## src/rtl/smf_pkg.sv

```systemverilog
package smf_pkg;
    typedef enum logic [2:0] {
        ST_IDLE,
        ST_OPCODE,
        ST_ADDR,
        ST_RD_DATA,
        ST_WR_DATA,
        ST_SR_OUT,
        ST_SR_IN,
        ST_DISCARD
    } smf_state_e;

    localparam logic [7:0] OP_WEN_SET = 8'h06;
    localparam logic [7:0] OP_WEN_CLR = 8'h04;
    localparam logic [7:0] OP_SR_READ = 8'h05;
    localparam logic [7:0] OP_SR_WRITE = 8'h01;
    localparam logic [7:0] OP_MEM_READ = 8'h03;
    localparam logic [7:0] OP_MEM_WRITE = 8'h02;

    localparam int ID_PAGE_BYTES = 16;
    localparam int ID_ADDR_W = $clog2(ID_PAGE_BYTES);
endpackage

```

## src/rtl/smf_pin_sampler.sv

```systemverilog
module smf_pin_sampler (
    input  logic clk,
    input  logic rst_n,
    input  logic pin_clk,
    input  logic pin_sel_n,
    input  logic pin_din,
    input  logic pin_pause_n,
    output logic sel,
    output logic sel_fall,
    output logic sel_rise,
    output logic clk_rise,
    output logic clk_fall,
    output logic din_lvl,
    output logic paused
);
    logic clk_q, clk_qq, sel_n_q, sel_n_qq, din_q, pause_n_q, paused_q;

    always_ff @(posedge clk or negedge rst_n) begin
        if (!rst_n) begin
            clk_q     <= 1'b0;
            clk_qq    <= 1'b0;
            sel_n_q   <= 1'b1;
            sel_n_qq  <= 1'b1;
            din_q     <= 1'b0;
            pause_n_q <= 1'b1;
            paused_q  <= 1'b0;
        end else begin
            clk_q     <= pin_clk;
            clk_qq    <= clk_q;
            sel_n_q   <= pin_sel_n;
            sel_n_qq  <= sel_n_q;
            din_q     <= pin_din;
            pause_n_q <= pin_pause_n;
            if (sel_n_q)
                paused_q <= 1'b0;
            else if (!clk_q)
                paused_q <= ~pause_n_q;
        end
    end

    assign sel      = ~sel_n_q;
    assign sel_fall = ~sel_n_q & sel_n_qq;
    assign sel_rise = sel_n_q & ~sel_n_qq;
    assign clk_rise = clk_q & ~clk_qq & ~sel_n_q & ~paused_q;
    assign clk_fall = ~clk_q & clk_qq & ~sel_n_q & ~paused_q;
    assign din_lvl  = din_q;
    assign paused   = paused_q;
endmodule

```

## src/rtl/smf_rx_byte.sv

```systemverilog
module smf_rx_byte #(
    parameter  int BITS = 8,
    localparam int CW   = $clog2(BITS)
) (
    input  logic            clk,
    input  logic            rst_n,
    input  logic            clear,
    input  logic            shift_en,
    input  logic            bit_in,
    output logic [BITS-1:0] data,
    output logic            done,
    output logic            at_boundary
);
    logic [BITS-2:0] sreg;
    logic [CW-1:0]   cnt;

    always_ff @(posedge clk or negedge rst_n) begin
        if (!rst_n) begin
            sreg <= '0;
            cnt  <= '0;
        end else if (clear) begin
            cnt <= '0;
        end else if (shift_en) begin
            sreg <= {sreg[BITS-3:0], bit_in};
            cnt  <= (cnt == CW'(BITS - 1)) ? '0 : cnt + 1'b1;
        end
    end

    assign data        = {sreg, bit_in};
    assign done        = shift_en && (cnt == CW'(BITS - 1));
    assign at_boundary = (cnt == '0);
endmodule

```

## src/rtl/smf_tx_shift.sv

```systemverilog
module smf_tx_shift #(
    parameter  int BITS = 8,
    localparam int CW   = $clog2(BITS)
) (
    input  logic            clk,
    input  logic            rst_n,
    input  logic            clear,
    input  logic            shift_en,
    input  logic [BITS-1:0] load_val,
    output logic            take,
    output logic            serial_out,
    output logic            started
);
    logic [BITS-2:0] sreg;
    logic [CW-1:0]   cnt;

    assign take = shift_en && (cnt == '0);

    always_ff @(posedge clk or negedge rst_n) begin
        if (!rst_n) begin
            sreg       <= '0;
            cnt        <= '0;
            serial_out <= 1'b0;
            started    <= 1'b0;
        end else if (clear) begin
            cnt     <= '0;
            started <= 1'b0;
        end else if (shift_en) begin
            started <= 1'b1;
            cnt     <= (cnt == CW'(BITS - 1)) ? '0 : cnt + 1'b1;
            if (cnt == '0) begin
                serial_out <= load_val[BITS-1];
                sreg       <= load_val[BITS-2:0];
            end else begin
                serial_out <= sreg[BITS-2];
                sreg       <= {sreg[BITS-3:0], 1'b0};
            end
        end
    end
endmodule

```

## src/rtl/smf_front.sv

```systemverilog
module smf_front
    import smf_pkg::*;
#(
    parameter  int MEM_BYTES = 512,
    localparam int ADDR_W    = $clog2(MEM_BYTES)
) (
    input  logic              clk,
    input  logic              rst_n,
    input  logic              ser_clk,
    input  logic              ser_sel_n,
    input  logic              ser_din,
    input  logic              ser_pause_n,
    output logic              ser_dout,
    output logic              ser_dout_oe,
    input  logic              wr_busy,
    input  logic [7:0]        status_byte,
    input  logic              main_sel,
    output logic              wen_set,
    output logic              wen_clr,
    output logic              sreg_wr,
    output logic [7:0]        sreg_wdata,
    output logic              bw_valid,
    output logic [ADDR_W-1:0] bw_addr,
    output logic [7:0]        bw_data,
    output logic              bw_idpage,
    output logic              bw_commit,
    output logic [ADDR_W-1:0] rd_addr,
    output logic              rd_idpage,
    input  logic [7:0]        rd_data
);
    localparam logic [7:0] OPC_MASK = (MEM_BYTES > 256) ? 8'hF7 : 8'hFF;

    logic sel, sel_fall, sel_rise, clk_rise, clk_fall, din_lvl, hold_act;
    logic [7:0] rx_data;
    logic rx_done, rx_at_boundary;
    logic tx_shift, tx_take, tx_started, tx_bit;
    logic [7:0] tx_load;

    smf_state_e state_q, state_d, decode_st;
    logic [ADDR_W-1:0] addr_q, addr_next, addr_loaded;
    logic idp_q, is_wr_q, a8_q, got_byte_q;
    logic [7:0] opc_m;
    logic [8:0] full_addr;

    smf_pin_sampler u_pins (
        .clk        (clk),
        .rst_n      (rst_n),
        .pin_clk    (ser_clk),
        .pin_sel_n  (ser_sel_n),
        .pin_din    (ser_din),
        .pin_pause_n(ser_pause_n),
        .sel        (sel),
        .sel_fall   (sel_fall),
        .sel_rise   (sel_rise),
        .clk_rise   (clk_rise),
        .clk_fall   (clk_fall),
        .din_lvl    (din_lvl),
        .paused     (hold_act)
    );

    smf_rx_byte #(.BITS(8)) u_rx (
        .clk        (clk),
        .rst_n      (rst_n),
        .clear      (sel_fall),
        .shift_en   (clk_rise),
        .bit_in     (din_lvl),
        .data       (rx_data),
        .done       (rx_done),
        .at_boundary(rx_at_boundary)
    );

    assign tx_shift = clk_fall && ((state_q == ST_RD_DATA) || (state_q == ST_SR_OUT));
    assign tx_load  = (state_q == ST_SR_OUT) ? status_byte : rd_data;

    smf_tx_shift #(.BITS(8)) u_tx (
        .clk       (clk),
        .rst_n     (rst_n),
        .clear     (sel_fall),
        .shift_en  (tx_shift),
        .load_val  (tx_load),
        .take      (tx_take),
        .serial_out(tx_bit),
        .started   (tx_started)
    );

    // Instruction decode and address arithmetic
    always_comb begin
        opc_m = rx_data & OPC_MASK;
        if (wr_busy) begin
            decode_st = (rx_data == OP_SR_READ) ? ST_SR_OUT : ST_DISCARD;
        end else if (rx_data == OP_SR_READ) begin
            decode_st = ST_SR_OUT;
        end else if (rx_data == OP_SR_WRITE) begin
            decode_st = ST_SR_IN;
        end else if ((opc_m == OP_MEM_READ) || (opc_m == OP_MEM_WRITE)) begin
            decode_st = ST_ADDR;
        end else begin
            decode_st = ST_DISCARD;
        end
        full_addr = {a8_q, rx_data};
        if (idp_q) begin
            addr_loaded = {{(ADDR_W-ID_ADDR_W){1'b0}}, rx_data[ID_ADDR_W-1:0]};
            addr_next   = {{(ADDR_W-ID_ADDR_W){1'b0}}, addr_q[ID_ADDR_W-1:0] + 1'b1};
        end else begin
            addr_loaded = full_addr[ADDR_W-1:0];
            addr_next   = addr_q + 1'b1;
        end
    end

    // Next-state logic
    always_comb begin
        state_d = state_q;
        if (!sel) begin
            state_d = ST_IDLE;
        end else if (sel_fall) begin
            state_d = ST_OPCODE;
        end else begin
            unique case (state_q)
                ST_IDLE:    state_d = ST_IDLE;
                ST_OPCODE:  if (rx_done) state_d = decode_st;
                ST_ADDR:    if (rx_done) state_d = is_wr_q ? ST_WR_DATA : ST_RD_DATA;
                ST_SR_IN:   if (rx_done) state_d = ST_DISCARD;
                ST_RD_DATA: state_d = ST_RD_DATA;
                ST_WR_DATA: state_d = ST_WR_DATA;
                ST_SR_OUT:  state_d = ST_SR_OUT;
                ST_DISCARD: state_d = ST_DISCARD;
            endcase
        end
    end

    // State register
    always_ff @(posedge clk or negedge rst_n) begin
        if (!rst_n)
            state_q <= ST_IDLE;
        else
            state_q <= state_d;
    end

    // Transaction context
    always_ff @(posedge clk or negedge rst_n) begin
        if (!rst_n) begin
            addr_q     <= '0;
            idp_q      <= 1'b0;
            is_wr_q    <= 1'b0;
            a8_q       <= 1'b0;
            got_byte_q <= 1'b0;
        end else begin
            if (sel_fall)
                got_byte_q <= 1'b0;
            if ((state_q == ST_OPCODE) && rx_done) begin
                is_wr_q <= (opc_m == OP_MEM_WRITE);
                a8_q    <= rx_data[3];
                idp_q   <= ~main_sel;
            end
            if ((state_q == ST_ADDR) && rx_done)
                addr_q <= addr_loaded;
            if ((state_q == ST_RD_DATA) && tx_take)
                addr_q <= addr_next;
            if ((state_q == ST_WR_DATA) && rx_done) begin
                addr_q     <= addr_next;
                got_byte_q <= 1'b1;
            end
        end
    end

    // Request outputs
    always_ff @(posedge clk or negedge rst_n) begin
        if (!rst_n) begin
            wen_set    <= 1'b0;
            wen_clr    <= 1'b0;
            sreg_wr    <= 1'b0;
            sreg_wdata <= '0;
            bw_valid   <= 1'b0;
            bw_addr    <= '0;
            bw_data    <= '0;
            bw_idpage  <= 1'b0;
            bw_commit  <= 1'b0;
        end else begin
            wen_set   <= (state_q == ST_OPCODE) && rx_done && !wr_busy && (rx_data == OP_WEN_SET);
            wen_clr   <= (state_q == ST_OPCODE) && rx_done && !wr_busy && (rx_data == OP_WEN_CLR);
            sreg_wr   <= (state_q == ST_SR_IN) && rx_done;
            bw_valid  <= (state_q == ST_WR_DATA) && rx_done;
            bw_commit <= sel_rise && (state_q == ST_WR_DATA) && got_byte_q && rx_at_boundary;
            if ((state_q == ST_SR_IN) && rx_done)
                sreg_wdata <= rx_data;
            if ((state_q == ST_WR_DATA) && rx_done) begin
                bw_addr   <= addr_q;
                bw_data   <= rx_data;
                bw_idpage <= idp_q;
            end
        end
    end

    assign ser_dout    = tx_bit;
    assign ser_dout_oe = sel && tx_started && !hold_act
                         && ((state_q == ST_RD_DATA) || (state_q == ST_SR_OUT));
    assign rd_addr     = addr_q;
    assign rd_idpage   = idp_q;
endmodule

```

## config.mk

```make
export PLATFORM = sky130hd
export DESIGN_NAME = smf_front
export DESIGN_NICKNAME = d
export VERILOG_FILES = /design/src/rtl/smf_pkg.sv /design/src/rtl/smf_pin_sampler.sv /design/src/rtl/smf_rx_byte.sv /design/src/rtl/smf_tx_shift.sv /design/src/rtl/smf_front.sv
export SDC_FILE = /design/constraint.sdc
export NUM_CORES = 1
export LEC_CHECK = 0
export CAP_MARGIN = 10
export CORE_ASPECT_RATIO = 1.4
export CORE_MARGIN = 2
export CORE_UTILIZATION = 35
export CTS_BUF_LIST = sky130_fd_sc_hd__clkbuf_8
export CTS_CLUSTER_DIAMETER = 100
export DETAILED_ROUTE_END_ITERATION = 10
export SLEW_MARGIN = 15
export SYNTH_ARGS = -nofsm -noshare
export SYNTH_HDL_FRONTEND = slang
export SYNTH_SLANG_ARGS = --single-unit
```

## constraint.sdc

```tcl
create_clock -name clk -period 2.7 [get_ports clk]
set_input_delay 0.27 -clock clk [delete_from_list [all_inputs] [get_ports clk]]
set_output_delay 0.27 -clock clk [all_outputs]
set_load 0.01 [all_outputs]
```

==> results of run 1 <==
==> sequential cells by signal, indices dropped and copies added (netlist names), 3 cells and up <==
name / cells
bw_addr: 9
rd_addr: 9
bw_data: 8
sreg_wdata: 8
u_rx.sreg: 7
u_tx.sreg: 7
state_q: 3
u_rx.cnt: 3
u_tx.cnt: 3
==> final cells by class <==
class / count / area (um^2) / area share
Clock buffer: 12 / 165.2 / 0.03639
Clock inverter: 4 / 23.77 / 0.005238
Inverter: 18 / 67.56 / 0.01489
Multi-Input combinational cell: 234 / 1519 / 0.3347
Sequential cell: 76 / 1906 / 0.4199
Tap cell: 135 / 168.9 / 0.03722
Timing Repair Buffer: 70 / 688.2 / 0.1516
==> synthesized netlist by cell type (all sizes together) (3+ instances only) <==
library cell,instances
dfrtp,73
nand2,65
o21ai,26
mux2,21
inv,17
clkbuf,12
nor2,12
mux2i,10
nand3,9
a21oi,8
ha,7
nor2b,6
o22ai,6
nand2b,5
o221ai,5
and3,4
nand4,4
nor4,4
and4,3
buf,3
dfstp,3
nand3b,3
nor4b,3
==> cell families (layout without fill, tap and decap cells) <==
family,Yosys count,count (layout),synth area share
AND/OR/NAND/NOR,133,133,0.1932
adder cells (fa/ha/maj),7,7,0.02467
XOR/XNOR,1,1,0.002468
buffers and inverters,33,104,0.03525
multiplexers,31,31,0.09482
AO/OA/AOI/OAI,62,62,0.1128
flip-flops,76,76,0.5368
==> power breakdown <==
part | internal [uW] | switching [uW]
clock network | 404 | 421
logic | 122 | 107
registers | 1200 | 82.9
==> stage by stage <==
stage	total power, uW	area [um^2]	worst slack (ns)
detailed placement	1539	4349	0.5850
global placement	1532	4349	0.6638
floorplan	1417	3550	0.7944
finish	2336	4538	0.4336
CTS	2374	4538	0.4032
global route	2443	4538	0.3217
==> worst paths after layout <==
kind | slack [ns] | depth (start not counted) | to
setup / recovery | 0.43 | 3 | ser_dout_oe
hold reg to reg | 0.46 | 0 | u_pins.sel_n_qq
max in group asynchronous | 2.00 | 1 | bw_data[2]
hold / removal | 0.06 | 1 | u_pins.clk_q
min in group clk | 0.31 | 1 | u_pins.sel_n_q
setup reg to reg | 0.58 | 8 | rd_addr[6]
==> cell usage in the layout (no fill, tap or decap), types with 3 or more instances in the layout <==
cell,Yosys,routed
inv_1,17,18
nor2b_1,6,6
clkdlybuf4s50_1,0,65
nand4_1,4,4
nand2_1,65,65
dfrtp_1,73,73
and4_1,3,3
ha_1,7,7
mux2i_1,10,10
mux2_2,21,21
o21ai_0,26,26
o22ai_1,6,6
o221ai_1,5,5
nand3_1,9,9
nand2b_1,5,5
nor4_1,4,4
a21oi_1,8,8
nand3b_1,3,3
buf_4,0,5
nor2_1,12,12
and3_1,4,4
dfstp_2,3,3
clkbuf_8,0,12
==> metal layers <==
layer  vias to the layer above  GRT usage  part of all wire
met5                         -          0                 0
met4                         0    0.09142             0.027
met3                        14    0.02003             0.028
met2                        56     0.2528              0.50
met1                      1352     0.1966              0.44
li1                       1346          -                 -
==> worst max-delay path, delay by kind of cell, from the launching register on <==
kind,cells,cell delay [ns]
buffers and inverters,1,0.53
XOR/XNOR,1,0.28
flip-flops,1,0.62
AND/OR/NAND/NOR,1,0.20
==> metrics.md, run 1 <==
| Metric | Value |
|---|---|
| # DRC | 0 |
| Initial core utilization | 0.3586 |
| Fin cells | 549 |
| # H-tree levels | 3 |
| Ranking of synthesized cells by area | dfrtp_1 51%, nand2_1 6.9%, mux2_2 6.7% |
| Setup Viol. Count Final | 0 |
| Worst stage delay on the critical path | 0.62 ns |
| Pin count of the biggest net entering global routing | 77 |
| Global-route wire length before repair | 13090 um |
| Rel. slew slack | 0.3514 |
| Gpl congestion | 0.8095 |
| Initial antenna violation count | 0 |
| Worst-path fanout max | 15 |
| Fin. Hold Viols | 0 |
| Syn_nets | 374 |
| Critical path required time | 2.43 ns |
| Post-route setup TNS | 0 ns |
| Placed instance count | 533 |
| Slew @ Worst Pin | 0.9728 ns |
| Synth top area share | 0.5146 |
| Clock transition at path regs | 0.08 ns |
| Area Overhead vs Synth | 27.85% |
| TritonCTS clock tree | built |
| PD cells | 514.6 nW/um^2 |
| RSZ-0062 raised after global routing | false |
| Peak VDD IR | 220.0 uV |
| Yosys warns | 0 |
| Initial DRC count | 120 |
| I/O Buffers | 66 |
| Detailed Routing Iterations Pass 1 | 4 |
| Die width | 89.11 um |
| Max-slew violation total from the final report | 0 |
| Routed vias | 2768 |
| Seq/Total Area, Yosys | 0.5368 |
| Number of synthesized flops with an enable pin | 0 |
| Max cap viols | 0 |
| Core Area | 9899 um^2 |
| Hold WC Path Type | in2async |
| Vias in the first global route | 2769 |
| Nets@finish | 440 |
| Total grt overflow | 0 |
| GR Util All Layers | 0.1559 |
| Share of cells above drive strength 1 | 0.1184 |
| CP Launch Point | state_q[2] |
| Worst setup EP type | output port |
| CTS max path bufs | 2 |
| Yosys cell types | 49 |
| Worst setup SP type | flop |
| Die Area | 10970 um^2 |
| Pleak | 0.002023 uW |
| Post-CTS Setup Repair Bufs | 0 |
| FP Rows | 43 |
| Final min period | 2.266 ns |
| Asr flop ratio synth | 1.000 |
| RR Startpoint | u_rx.cnt[0] |
| Die height | 123.2 um |
| #FFs+latches synth | 76 |
| Clock Latency Late Sink | 0.36 ns |
| Outcome | finished clean |
| Cells after synthesis | 343 |
| Routed wire length | 8032 um |
| CP max stage cell | dfrtp_1 |
| DP Wirelength | 5628 um |
| Final Skew | 0.007850 ns |
| Fin util | 0.4584 |
| Avg Inst Size Synth | 10.35 um^2 |
| Main synth FF type | dfrtp_1 |
| Worst-path cell chain | xor2_1 > and3_1 > clkdlybuf4s50_1 |
| Root Driver | clkbuf_8 |
| Tcrit/Tclk final | 0.8394 |
| Synthesized area | 3550 um^2 |
| Critical setup path kind | reg2out |
| CTS resizes | 0 |
| Fillers | 955 |
| Hold WS | 0.05661 ns |
| Fmax | 0.4412 GHz |
| Hold buffer count at CTS | 0 |
| CTS Buf Count | 9 |
| Critical path arrival | 2.00 ns |
| DR vias/cell | 5.042 |
| Ant. Diodes | 0 |
| Yosys top cell by area | dfrtp_1 |
| Clock sink total | 76 |
| # IOs | 67 |
| Routed Antenna Nets | 0 |
| Wirelength per Cell | 14.63 um |
No activity file was read; power rests on OpenSTA's default activity.
==> run 2, diff against run 1 <==
- clock period: 2.7 -> 2.38 ns (I/O delays scaled with it)
==> metrics.md, run 2 (synthesized netlist as in run 1, its figures left out) <==
| Metric | Value |
|---|---|
| Outcome | finished clean |
| Initial DRC count | 131 |
| Initial core utilization | 0.3586 |
| Worst-path fanout max | 15 |
| FP Rows | 43 |
| Fmax | 0.4486 GHz |
| Detailed Routing Iterations Pass 1 | 5 |
| Area Overhead vs Synth | 29.01% |
| Hold buffer count at CTS | 1 |
| Setup WS post-layout | 0.1509 ns |
| I/O Buffers | 66 |
| Critical path's top delay family | flip-flops |
| TritonCTS clock tree | built |
| Post-CTS Setup Repair Bufs | 0 |
| Pin count of the biggest net entering global routing | 77 |
| Peak VDD IR | 285.3 uV |
| WP depth | 3 |
| Overall Power | 2625 uW |
| Clock sink total | 76 |
| CTS max path bufs | 2 |
| Initial antenna violation count | 0 |
| Critical path arrival | 1.99 ns |
| CP max stage cell | dfrtp_1 |
| Rel. slew slack | 0.6390 |
| Critical path required time | 2.14 ns |
| Worst-path cell chain | xor2_1 > and3_1 > clkdlybuf4s50_1 |
| Wirelength per Cell | 14.67 um |
| Clock Latency Late Sink | 0.35 ns |
| CTS Buf Count | 9 |
| Logic pwr share | 0.107 |
| Worst setup EP type | output port |
| Tcrit/Tclk final | 0.9366 |
| Net Sw Power | 708.0 uW |
| Post-Place Setup Slack | 0.2741 ns |
| Switching part of the total | 0.2697 |
| # H-tree levels | 3 |
| Routed wire length | 8127 um |
| Reg2reg end | rd_addr[6] |
| Worst r2r path cells | 6 |
| Post-route setup TNS | 0 ns |
| Die height | 123.2 um |
| Worst stage delay on the critical path | 0.62 ns |
| Hold WC Path Type | in2reg |
| Reg2Reg Setup Slack | 0.26 ns |
| DP Wirelength | 5744 um |
| Routed vias | 2788 |
| Reg power frac | 0.554 |
| Core Area | 9899 um^2 |
| CTS resizes | 0 |
| # IOs | 67 |
| Fin. Hold Viols | 0 |
| Clock transition at path regs | 0.08 ns |
| # DRC | 0 |
| Critical setup path kind | reg2out |
| RSZ-0062 raised after global routing | false |
| Die Area | 10970 um^2 |
| Gpl congestion | 0.9133 |
| Pleak | 0.002035 uW |
| Slew @ Worst Pin | 0.5399 ns |
| Setup Viol. Count Final | 0 |
| RR Startpoint | u_rx.cnt[0] |
| Fillers | 968 |
| Root Driver | clkbuf_8 |
| Die width | 89.11 um |
| Global-route wire length before repair | 13340 um |
| Share of cells above drive strength 1 | 0.1289 |
| Nets@finish | 445 |
| Max cap viols | 0 |
| Commonest non-fill, non-tap cell in the layout | dfrtp_1 |
| CP Launch Point | state_q[2] |
| DR vias/cell | 5.032 |
| Most frequent cells in the layout | 73 x dfrtp_1, 65 x nand2_1, 65 x clkdlybuf4s50_1 |
| Vias in the first global route | 2713 |
| PD cells | 573.2 nW/um^2 |
| Final min period | 2.229 ns |
| Routed Antenna Nets | 0 |
| Max-slew violation total from the final report | 0 |
| Clk network pwr share | 0.339 |
| CP Buf/Inv Count | 1 |
| P_int | 1917 uW |
| Ant. Diodes | 0 |
| Worst setup endpoint | ser_dout_oe |
| GR Util All Layers | 0.1572 |
| Worst setup SP type | flop |
| Total grt overflow | 0 |
| Final Skew | 0.008051 ns |
==> run 2: cell type report <==
cell class	instances	area, um^2	share of cell area
Clock inverter	6	40.04	0.008743
Timing Repair Buffer	75	740.7	0.1617
Inverter	18	67.56	0.01475
Sequential cell	76	1906	0.4161
Tap cell	135	168.9	0.03689
Multi-Input combinational cell	234	1519	0.3317
Clock buffer	10	137.6	0.03005
==> run 2: worst min-delay path by stage <==
stage	slack, ns	cells past startpoint	end	startpoint
2_1_floorplan	-0.06	0	a8_q	rst_n
3_3_place_gp	0.29	2	u_pins.clk_q	rst_n
3_5_place_dp	0.29	2	u_tx.serial_out	rst_n
4_1_cts	0.28	1	u_pins.pause_n_q	ser_pause_n
5_1_grt	0.28	1	u_pins.pause_n_q	ser_pause_n
6_report	0.29	1	u_pins.sel_n_q	ser_sel_n
==> run 2: worst reg2reg max path: cells and delay by family (launching register included) <==
kind	cells	cell delay, ns
compound gates	2	0.52
fa+ha+maj	2	0.42
buf+inv	1	0.41
flops	1	0.41
simple gates	1	0.22
==> run 2: power groups by stage <==
stage | registers, uW | clock network, uW | logic (uW)
after global routing | 1470 | 979 | 315
after detailed placement | 1480 | 0 | 284
after global placement | 1480 | 0 | 279
after floorplan | 1440 | 0 | 169
after CTS | 1460 | 928 | 287
final | 1450 | 889 | 281
==> run 2: metal layers <==
metal / share of wire / track usage / vias up
met5: 0 / 0 / -
met4: 0.025 / 0.07090 / 0
met3: 0.040 / 0.03405 / 14
met2: 0.50 / 0.2463 / 70
met1: 0.44 / 0.2070 / 1346
li1: - / - / 1358
==> run 2: metrics by stage <==
stage	utilization	instance area, um^2	std cells	hold slack, ns
floorplan	-	3550	343	-0.05759
global placement	0.4436	4392	537	0.2906
detailed placement	0.4436	4392	537	0.2934
CTS	0.4626	4579	554	0.2797
global route	0.4626	4579	554	0.2778
finish	0.4626	4579	554	0.2937
